`src/rtl/ipc_mbox_pkg.sv`:
```
// Package: address map and status bit positions shared by the mailbox modules.
package ipc_mbox_pkg;
    localparam int MB_ADDR_W = 12;

    // Host-side register offsets
    localparam logic [MB_ADDR_W-1:0] H_IN_DB   = 12'h000;
    localparam logic [MB_ADDR_W-1:0] H_IN_STS  = 12'h008;
    localparam logic [MB_ADDR_W-1:0] H_OUT_DB  = 12'h00C;
    localparam logic [MB_ADDR_W-1:0] H_INT_STS = 12'h010;
    localparam logic [MB_ADDR_W-1:0] H_INT_MSK = 12'h014;

    // Engine-side register offsets
    localparam logic [MB_ADDR_W-1:0] E_IN_DB   = 12'h000;
    localparam logic [MB_ADDR_W-1:0] E_IN_STS  = 12'h008;
    localparam logic [MB_ADDR_W-1:0] E_OUT_DB  = 12'h010;
    localparam logic [MB_ADDR_W-1:0] E_OUT_STS = 12'h014;

    // Payload windows (address bits 11:8), same on both ports
    localparam logic [3:0] IN_PAGE  = 4'h1;
    localparam logic [3:0] OUT_PAGE = 4'h2;

    // Host status / mask bit positions
    localparam int ST_OUT_DB = 0;
    localparam int ST_IN_RDY = 1;
endpackage

```
`src/rtl/mbox_payload_ram.sv`:
```
// Module: one payload buffer, with one write port and two combinational read ports.
// Assumes: WORDS is a power of two no larger than 64 (the size of a 256-byte window).
// Indices at or beyond WORDS read as zero and are ignored on write.
module mbox_payload_ram #(
    parameter int DATA_W = 32,
    parameter int WORDS  = 16
) (
    input  logic              clk,
    input  logic              rst_n,
    input  logic              wr_en,
    input  logic [5:0]        wr_idx,
    input  logic [DATA_W-1:0] wr_data,
    input  logic [5:0]        rd_idx_a,
    output logic [DATA_W-1:0] rd_data_a,
    input  logic [5:0]        rd_idx_b,
    output logic [DATA_W-1:0] rd_data_b
);
    localparam int IW = (WORDS > 1) ? $clog2(WORDS) : 1;

    logic [DATA_W-1:0] mem [WORDS];

    // Storage: clear on reset, write only in-range words.
    always_ff @(posedge clk) begin
        if (!rst_n) begin
            for (int i = 0; i < WORDS; i++) mem[i] <= '0;
        end else if (wr_en && (int'(wr_idx) < WORDS)) begin
            mem[wr_idx[IW-1:0]] <= wr_data;
        end
    end

    // Read ports: out-of-range indices return zero.
    always_comb begin
        rd_data_a = (int'(rd_idx_a) < WORDS) ? mem[rd_idx_a[IW-1:0]] : '0;
        rd_data_b = (int'(rd_idx_b) < WORDS) ? mem[rd_idx_b[IW-1:0]] : '0;
    end
endmodule

```
`src/rtl/mbox_dir_gate.sv`:
```
// Module: one-deep slot control for a single mailbox direction.
// Holds the ready flag, the doorbell word and a sticky protocol-error bit.
// Assumes: ring/pay_try come from the producer, release_i from the consumer.
module mbox_dir_gate #(
    parameter int DATA_W = 32
) (
    input  logic              clk,
    input  logic              rst_n,
    input  logic              ring,
    input  logic [DATA_W-1:0] ring_data,
    input  logic              pay_try,
    input  logic              release_i,
    output logic              rdy,
    output logic [DATA_W-1:0] db_value,
    output logic              err,
    output logic              ring_ok,
    output logic              pay_ok,
    output logic              raised
);
    // Accept strobes only while the slot is free; report a release that frees it.
    always_comb begin
        ring_ok = ring & rdy;
        pay_ok  = pay_try & rdy;
        raised  = release_i & ~rdy;
    end

    // Ready flag: cleared by an accepted doorbell, set by the consumer's release.
    always_ff @(posedge clk) begin
        if (!rst_n)        rdy <= 1'b1;
        else if (ring_ok)  rdy <= 1'b0;
        else if (raised)   rdy <= 1'b1;
    end

    // Doorbell word capture on an accepted ring.
    always_ff @(posedge clk) begin
        if (!rst_n)       db_value <= '0;
        else if (ring_ok) db_value <= ring_data;
    end

    // Sticky error when the producer writes into a busy slot.
    always_ff @(posedge clk) begin
        if (!rst_n)                          err <= 1'b0;
        else if ((ring | pay_try) && !rdy)   err <= 1'b1;
    end

    assert_ring_clears_R3: assert property (@(posedge clk) disable iff (!rst_n)
        (ring && rdy) |=> !rdy);
    assert_rise_needs_release_R4: assert property (@(posedge clk) disable iff (!rst_n)
        $rose(rdy) |-> $past(release_i));
    assert_busy_holds_db_R10: assert property (@(posedge clk) disable iff (!rst_n)
        !rdy |=> $stable(db_value));
    assert_drop_sets_err_R10: assert property (@(posedge clk) disable iff (!rst_n)
        ((ring || pay_try) && !rdy) |=> err);
    assert_err_sticky_R11: assert property (@(posedge clk) disable iff (!rst_n)
        err |=> err);
endmodule

```
`src/rtl/mbox_irq.sv`:
```
// Module: host event status (write-one-to-clear) with mask, interrupt and pending.
// Assumes: set_i pulses for one cycle per event; a set wins over a clear in the same cycle.
module mbox_irq (
    input  logic       clk,
    input  logic       rst_n,
    input  logic [1:0] set_i,
    input  logic       clr_wr,
    input  logic [1:0] clr_bits,
    input  logic       mask_wr,
    input  logic [1:0] mask_data,
    output logic [1:0] sts,
    output logic [1:0] mask,
    output logic       irq,
    output logic       pending
);
    // Status: clear the written ones, then OR in new events.
    always_ff @(posedge clk) begin
        if (!rst_n) sts <= '0;
        else        sts <= (sts & ~(clr_wr ? clr_bits : 2'b00)) | set_i;
    end

    // Mask register: a 1 suppresses the matching interrupt.
    always_ff @(posedge clk) begin
        if (!rst_n)       mask <= '0;
        else if (mask_wr) mask <= mask_data;
    end

    // Outputs: masked interrupt and unmasked pending.
    always_comb begin
        irq     = |(sts & ~mask);
        pending = |sts;
    end

    assert_set_wins_R7: assert property (@(posedge clk) disable iff (!rst_n)
        (set_i != 2'b00) |=> ((sts & $past(set_i)) == $past(set_i)));
    assert_w1c_R7: assert property (@(posedge clk) disable iff (!rst_n)
        (clr_wr && set_i == 2'b00) |=> ((sts & $past(clr_bits)) == 2'b00));
endmodule

```
`src/rtl/ipc_mailbox.sv`:
```
// Module: host/engine doorbell mailbox, top level.
// Decodes both register ports, and instantiates two payload RAMs, two slot gates
// and the host interrupt block. Reads are combinational from the address.
// Assumes: DATA_W >= 2; PAY_WORDS is a power of two no larger than 64.
module ipc_mailbox
    import ipc_mbox_pkg::*;
#(
    parameter int DATA_W    = 32,
    parameter int PAY_WORDS = 16
) (
    input  logic                 clk,
    input  logic                 rst_n,
    input  logic                 h_wr,
    input  logic [MB_ADDR_W-1:0] h_addr,
    input  logic [DATA_W-1:0]    h_wdata,
    output logic [DATA_W-1:0]    h_rdata,
    output logic                 h_irq,
    output logic                 h_pending,
    input  logic                 e_wr,
    input  logic [MB_ADDR_W-1:0] e_addr,
    input  logic [DATA_W-1:0]    e_wdata,
    output logic [DATA_W-1:0]    e_rdata,
    output logic                 e_msg_waiting
);
    localparam int PAD = DATA_W - 2;

    logic h_in_win, h_out_win, e_in_win, e_out_win;
    logic in_rdy, in_err, in_ring_ok, in_pay_ok, in_raised;
    logic out_rdy, out_err, out_ring_ok, out_pay_ok, out_raised;
    logic [DATA_W-1:0] in_db, out_db;
    logic [DATA_W-1:0] in_rd_h, in_rd_e, out_rd_h, out_rd_e;
    logic [1:0] sts, mask;

    // Window decode for both ports.
    always_comb begin
        h_in_win  = (h_addr[11:8] == IN_PAGE);
        h_out_win = (h_addr[11:8] == OUT_PAGE);
        e_in_win  = (e_addr[11:8] == IN_PAGE);
        e_out_win = (e_addr[11:8] == OUT_PAGE);
    end

    mbox_dir_gate #(.DATA_W(DATA_W)) u_in_gate (
        .clk(clk), .rst_n(rst_n),
        .ring(h_wr && h_addr == H_IN_DB), .ring_data(h_wdata),
        .pay_try(h_wr && h_in_win),
        .release_i(e_wr && e_addr == E_IN_STS && e_wdata[0]),
        .rdy(in_rdy), .db_value(in_db), .err(in_err),
        .ring_ok(in_ring_ok), .pay_ok(in_pay_ok), .raised(in_raised)
    );

    mbox_dir_gate #(.DATA_W(DATA_W)) u_out_gate (
        .clk(clk), .rst_n(rst_n),
        .ring(e_wr && e_addr == E_OUT_DB), .ring_data(e_wdata),
        .pay_try(e_wr && e_out_win),
        .release_i(h_wr && h_addr == H_OUT_DB && h_wdata[0]),
        .rdy(out_rdy), .db_value(out_db), .err(out_err),
        .ring_ok(out_ring_ok), .pay_ok(out_pay_ok), .raised(out_raised)
    );

    mbox_payload_ram #(.DATA_W(DATA_W), .WORDS(PAY_WORDS)) u_in_ram (
        .clk(clk), .rst_n(rst_n),
        .wr_en(in_pay_ok), .wr_idx(h_addr[7:2]), .wr_data(h_wdata),
        .rd_idx_a(h_addr[7:2]), .rd_data_a(in_rd_h),
        .rd_idx_b(e_addr[7:2]), .rd_data_b(in_rd_e)
    );

    mbox_payload_ram #(.DATA_W(DATA_W), .WORDS(PAY_WORDS)) u_out_ram (
        .clk(clk), .rst_n(rst_n),
        .wr_en(out_pay_ok), .wr_idx(e_addr[7:2]), .wr_data(e_wdata),
        .rd_idx_a(h_addr[7:2]), .rd_data_a(out_rd_h),
        .rd_idx_b(e_addr[7:2]), .rd_data_b(out_rd_e)
    );

    mbox_irq u_irq (
        .clk(clk), .rst_n(rst_n),
        .set_i({in_raised, out_ring_ok}),
        .clr_wr(h_wr && h_addr == H_INT_STS), .clr_bits(h_wdata[1:0]),
        .mask_wr(h_wr && h_addr == H_INT_MSK), .mask_data(h_wdata[1:0]),
        .sts(sts), .mask(mask), .irq(h_irq), .pending(h_pending)
    );

    // Host read mux.
    always_comb begin
        h_rdata = '0;
        if (h_in_win)       h_rdata = in_rd_h;
        else if (h_out_win) h_rdata = out_rd_h;
        else begin
            case (h_addr)
                H_IN_DB:   h_rdata = in_db;
                H_IN_STS:  h_rdata = {{PAD{1'b0}}, in_err, in_rdy};
                H_OUT_DB:  h_rdata = out_db;
                H_INT_STS: h_rdata = {{PAD{1'b0}}, sts};
                H_INT_MSK: h_rdata = {{PAD{1'b0}}, mask};
                default:   h_rdata = '0;
            endcase
        end
    end

    // Engine read mux.
    always_comb begin
        e_rdata = '0;
        if (e_in_win)       e_rdata = in_rd_e;
        else if (e_out_win) e_rdata = out_rd_e;
        else begin
            case (e_addr)
                E_IN_DB:   e_rdata = in_db;
                E_IN_STS:  e_rdata = {{PAD{1'b0}}, 1'b0, in_rdy};
                E_OUT_DB:  e_rdata = out_db;
                E_OUT_STS: e_rdata = {{PAD{1'b0}}, out_err, out_rdy};
                default:   e_rdata = '0;
            endcase
        end
    end

    // Engine notification: a message sits in the input slot.
    assign e_msg_waiting = ~in_rdy;

    assert_out_ring_sets_status_R5: assert property (@(posedge clk) disable iff (!rst_n)
        out_ring_ok |=> (sts[ST_OUT_DB] && !out_rdy));
    assert_ack_frees_output_R6: assert property (@(posedge clk) disable iff (!rst_n)
        out_raised |=> out_rdy);
endmodule

```
`config.mk`:
```
export PLATFORM = sky130hd
export DESIGN_NAME = ipc_mailbox
export DESIGN_NICKNAME = d
export VERILOG_FILES = /design/src/rtl/ipc_mbox_pkg.sv /design/src/rtl/mbox_payload_ram.sv /design/src/rtl/mbox_dir_gate.sv /design/src/rtl/mbox_irq.sv /design/src/rtl/ipc_mailbox.sv
export SDC_FILE = /design/constraint.sdc
export NUM_CORES = 2
export LEC_CHECK = 0
export BUFFER_PORTS_ARGS = -buffer_cell sky130_fd_sc_hd__buf_2
export CORE_ASPECT_RATIO = 2
export CORE_MARGIN = 5
export CORE_UTILIZATION = 60
export CTS_BUF_LIST = sky130_fd_sc_hd__clkbuf_8
export CTS_CLUSTER_SIZE = 14
export DETAILED_ROUTE_END_ITERATION = 12
export PLACE_DENSITY_LB_ADDON = 0.08
export SLEW_MARGIN = 10
export SYNTH_ARGS = -nofsm -noshare
export SYNTH_HDL_FRONTEND = slang
export SYNTH_SLANG_ARGS = --single-unit
```
`constraint.sdc`:
```
create_clock -name clk -period 7.6 [get_ports clk]
set_input_delay 0.38 -clock clk [delete_from_list [all_inputs] [get_ports clk]]
set_output_delay 0.38 -clock clk [all_outputs]
set_load 0.01 [all_outputs]
```
Yosys cells after proc, flatten, opt, wreduce, memory -nomap -nowiden
Memories as Yosys holds them, arrays and structs flattened.
Cells that the tools add are included.

storage, ports and cells
  memories kept = 2
  memory bits (writable) = 1024
  output and inout port bits = 67
  flip-flop bits (word level) = 72

memories
  memory         depth  bits a word  rd ports  clocked after memory_dff  write ports  line                    source
  u_in_ram.mem   16     32           2         0                         16           mbox_payload_ram.sv:20  logic [DATA_W-1:0] mem [WORDS];
  u_out_ram.mem  16     32           2         0                         16           mbox_payload_ram.sv:20

cells by class
  $lt $le $gt $ge = 2
  reductions and logical operators = 24
  bitwise operators = 15
  eq/ne operators = 11
  multiplexer cells = 28

operators with widths
  cell                                                                     count
  32-bit two-way mux                                                       10
  32-bit case mux with 5 select lines                                      1
  32-bit case mux with 4 select lines                                      1
  32-bit OR reduction                                                      2
  12-bit by 5-bit equality test with 1-bit output (second input constant)  4
  12-bit by 4-bit equality test with 1-bit output (second input constant)  3
  12-bit zero test                                                         2
  1-bit logical AND                                                        14
  1-bit two-way mux                                                        13
  6-bit by 5-bit < comparator with 1-bit output (second input constant)    2
  4-bit by 1-bit equality test with 1-bit output (second input constant)   2
  4-bit by 2-bit equality test with 1-bit output (second input constant)   2
  4-bit two-way mux                                                        2
  1-bit bitwise AND                                                        6
  2-bit bitwise AND                                                        2
  2-bit inverter                                                           2
  2-bit nonzero test                                                       2
  2-bit OR reduction                                                       2
  1-bit zero test                                                          2
  2-bit two-way mux                                                        1
  1-bit inverter                                                           2
  1-bit OR                                                                 2
  2-bit OR                                                                 1

Depth between registers and ports, before layout
  word-level depth = 9
  mapped depth = 9
  gate-level depth less buffers = 5

Modules after synthesis
Synthesis repeated with hierarchy kept, for this count alone.

second synthesis, totals
  cells, all modules = 5139
  area total of the unflattened synthesis = 60533.1 um^2

modules (own cells, without submodules)
  module            times used  cells each  area each (um^2)
  mbox_payload_ram  2           2238        27657.8
  mbox_dir_gate     2           156         1471.4
  ipc_mailbox       1           333         2114.5
  mbox_irq          1           18          160.2

Worst setup path before layout
Ideal clock, no wire load.

  path kind = input to register
  start = in e_addr[11]
  end = mem u_out_ram.mem[11][0] (enable)
  arrival = 3.635 ns
  cell stages on the path = 4
  buffers on the path = 0
  slack = 3.500 ns
  data required time = 7.134 ns
  path through = or4b_4 -> nor2_4 -> nand2_2 -> o21ai_0

RTL lines
  what         line                    source
  from (decl)  ipc_mailbox.sv:20       input logic [MB_ADDR_W-1:0] e_addr,
  to (decl)    mbox_payload_ram.sv:20

Worst setup path after layout
  start = in e_addr[3]
  end = out e_rdata[14]

between the ends
  cells in the longest elaborated chain, start to end = 4
  elaborated cells between the ends (all ways) = 12
  those cells by class = order compare: 1; eq/ne: 3; mux: 5; reduce/logical: 1; memory: 2

RTL lines
  what                                                                       line                                        source
  memory 16 x 32 bit (tied with other cells)                                 n/a
  32-bit two-way mux or 32-bit case mux with 4 select lines (tied branches)  mbox_payload_ram.sv:34, ipc_mailbox.sv:105
  32-bit two-way mux                                                         ipc_mailbox.sv:103                          else if (e_out_win) e_rdata = out_rd_e;
  32-bit two-way mux *                                                       ipc_mailbox.sv:102                          if (e_in_win) e_rdata = in_rd_e;
  to (decl)                                                                  ipc_mailbox.sv:22                           output logic [DATA_W-1:0] e_rdata,

Every way passes the cells marked *; elsewhere a longest branch is shown, timed or not.

==> results.json <==
{
  "status": "finished, final reports clean",
  "initial_core_util_pct": 60.21,
  "synthFlopType": "edfxtp_1",
  "r2r_setup_slack_ps": 4340,
  "dieArea_um2": 103100,
  "critPathLaunchType": "primary input",
  "power.density_nw_per_um2": 198.4,
  "rsz0062_at_grt": "no",
  "synth_area_leader_cell": "edfxtp_1",
  "ioPinCount": 159,
  "cts-buffers-inserted": 155,
  "leakage_nw": 22.88,
  "drt_first_pass_iters": 9,
  "finalCritPeriodShare_pct": 58.45,
  "grt_max_degree": 99,
  "power_mw": 12.61,
  "core_um2": 96090,
  "p_clk_share_pct": 35.7,
  "hold_viol_final": 0,
  "end_kind": "primary output",
  "ys_async_sr_fraction_pct": 0,
  "totalNegativeSetupSlack_ps": 0,
  "layout_min_cycle_time_ps": 4442,
  "n_fill_cell": 6902,
  "synth_nets": 4158,
  "arrival_ps": 4060,
  "clock-sinks": 1096,
  "gp_congestion": 0.9528,
  "seq_area_um2": 32190,
  "cap_viol_max_count": 0,
  "irDropWorstVdd_v": 0.0001474,
  "post_cts_buffers": 0,
  "ctsRootBufferMaster": "clkbuf_8",
  "ant_nets": 0,
  "vias": 39330,
  "postCtsResizedCells": 0,
  "ys_seq_area_share_pct": 55.64,
  "wl_per_cell_um": 35.59,
  "final_cell_mix": "and2_1, edfxtp_1, mux4_2",
  "cts_buffer_depth": 3,
  "multi_input_area_um2": 24530,
  "cp_max_fo": 53,
  "synth_cells": 4066,
  "yosysWarnings": 0,
  "routed_wl_um": 196200,
  "switching_power_mw": 3.202,
  "htree_levels": 4,
  "worstReg2RegEnd": "u_in_ram.mem[11][11]$_SDFFCE_PN0P_",
  "final_common_cell": "and2_1",
  "p_seq_share_pct": 54.4,
  "grt_pass1_wl_um": 279600,
  "hp-class": "primary input to flip-flop",
  "dieHeight_um": 449.1,
  "tritoncts": "built",
  "post-dp-hpwl_um": 126500,
  "r2r-start": "u_in_gate.rdy$_SDFFE_PN1P_",
  "syn_avg_cell_area_um2": 14.23,
  "synth_edf_count": 1024,
  "syn_area_um2": 57850,
  "max_freq_mhz": 225.1,
  "grt_pass1_vias": 39120,
  "required_ps": 7220,
  "finClkSkew_ps": 24.80,
  "ys_ff_latch": 1096,
  "relSlewSlack_pct": 13.84,
  "min_path_cells": 5,
  "viasPerCell": 7.132,
  "min_to": "u_in_gate.err$_SDFFE_PN0P_",
  "p_int_mw": 9.411,
  "antenna_found_initial": 12,
  "port_buffers": 158,
  "drtIter0Drc": 5935,
  "cts_hold_buf": 68,
  "rows": 161,
  "synth_top_area_share_pct": 53.15,
  "gr-usage-all-layers_pct": 37.83,
  "ys_types": 58,
  "die_w_um": 229.6,
  "clkLatencyLatePin_ps": 870,
  "layout-drive-gt1-share_pct": 25.21,
  "setup_viol": 0,
  "clkTransAtPathRegs_ps": 70,
  "worst_pin_slew_ps": 1289,
  "p_comb_share_pct": 9.9,
  "grt-ovfl-total": 0,
  "hold_start": "h_addr[10]",
  "drv_slew": 0,
  "final_nets": 4247,
  "critPathKind": "primary input to primary output",
  "synthTopCellsByArea": "edfxtp_1, mux4_2, and2_1",
  "area_growth_pct": 9.897,
  "p_sw_share_pct": 25.39,
  "drcViolationCount": 0,
  "reg2reg_depth": 4
}
==> sequential cells by signal (all words and copies together) (netlist names), 2 cells and up <==
name                 count
u_in_ram.mem           512
u_out_gate.db_value     32
u_irq.sts                2
u_out_ram.mem          512
u_irq.mask               2
u_in_gate.db_value      32
==> stage by stage <==
step	cell area (um^2)	util (%)	setup slack, ps	cells	hold slack, ps
3_3_place_gp	59850	62.29	3246	5146	453.7
3_5_place_dp	59980	62.42	3349	5152	457.2
2_1_floorplan	57850	-	3500	4066	436.3
5_1_grt	63550	66.14	3093	5504	74.73
4_1_cts	63550	66.13	3336	5502	13.12
6_report	63580	66.17	3158	5514	80.55
==> layout make-up <==
type | instances | area share, %
sequential | 1096 | 50.63
multi-input combinational | 2576 | 38.58
timing repair buffer | 320 | 3.753
clock buffer | 172 | 3.723
tap | 1222 | 2.405
clock inverter | 110 | 0.8167
antenna | 12 | 0.04723
inverter | 6 | 0.03936
==> cells by family after synthesis <==
kind of cell	Yosys count	share of synthesized area, %
flip-flops	1096	55.64
AND/OR/NAND/NOR	1567	15.32
multiplexers	586	20.95
buffers and inverters	394	3.099
AO/OA/AOI/OAI	423	4.987
==> cell usage after synthesis (49+ instances only) <==
library cell	number
a22oi_1	104
mux2i_1	59
a22o_1	55
dfxtp_1	72
clkbuf_2	49
o21ai_0	62
nand2_1	350
clkbuf_1	204
a21oi_1	104
edfxtp_1	1024
and2_1	1027
mux4_2	497
buf_2	85
==> worst max-delay path by stage <==
stage / slack, ps / startpoint / depth (start not counted) / end
2_1_floorplan: 3500 / e_addr[11] / 4 / u_out_ram.mem[11][0]$_SDFFCE_PN0P_
3_3_place_gp: 3250 / e_addr[3] / 8 / e_rdata[19]
3_5_place_dp: 3350 / h_addr[2] / 7 / h_rdata[31]
4_1_cts: 3340 / h_addr[2] / 7 / h_rdata[31]
5_1_grt: 3090 / h_addr[2] / 7 / h_rdata[31]
6_report: 3160 / e_addr[3] / 8 / e_rdata[14]
==> routing by layer <==
metal | wire length, um | global-route usage (%) | vias up
li1 | - | - | 15700
met4 | 12200 | 19.24 | 2
met1 | 64860 | 47.05 | 19880
met2 | 97460 | 62.37 | 3035
met3 | 21710 | 9.013 | 708
met5 | 13 | 0 | -
==> critical path, cell delays in order <==
cell,delay [ps]
buf_8,410
buf_4,690
buf_4,500
nor2b_1,910
a221oi_1,280
a22oi_1,380
nand3_1,200
buf_2,180
==> power by group through the flow <==
| stage | sequential, mW | clock (mW) | combinational, mW |
|---|---|---|---|
| floorplan | 6.96 | 0 | 0.760 |
| global placement | 6.98 | 0 | 1.19 |
| detailed placement | 6.99 | 0 | 1.20 |
| CTS | 6.86 | 4.50 | 1.23 |
| global route | 6.88 | 4.78 | 1.29 |
| finish | 6.87 | 4.50 | 1.25 |
No activity file was read; power rests on OpenSTA's default activity.
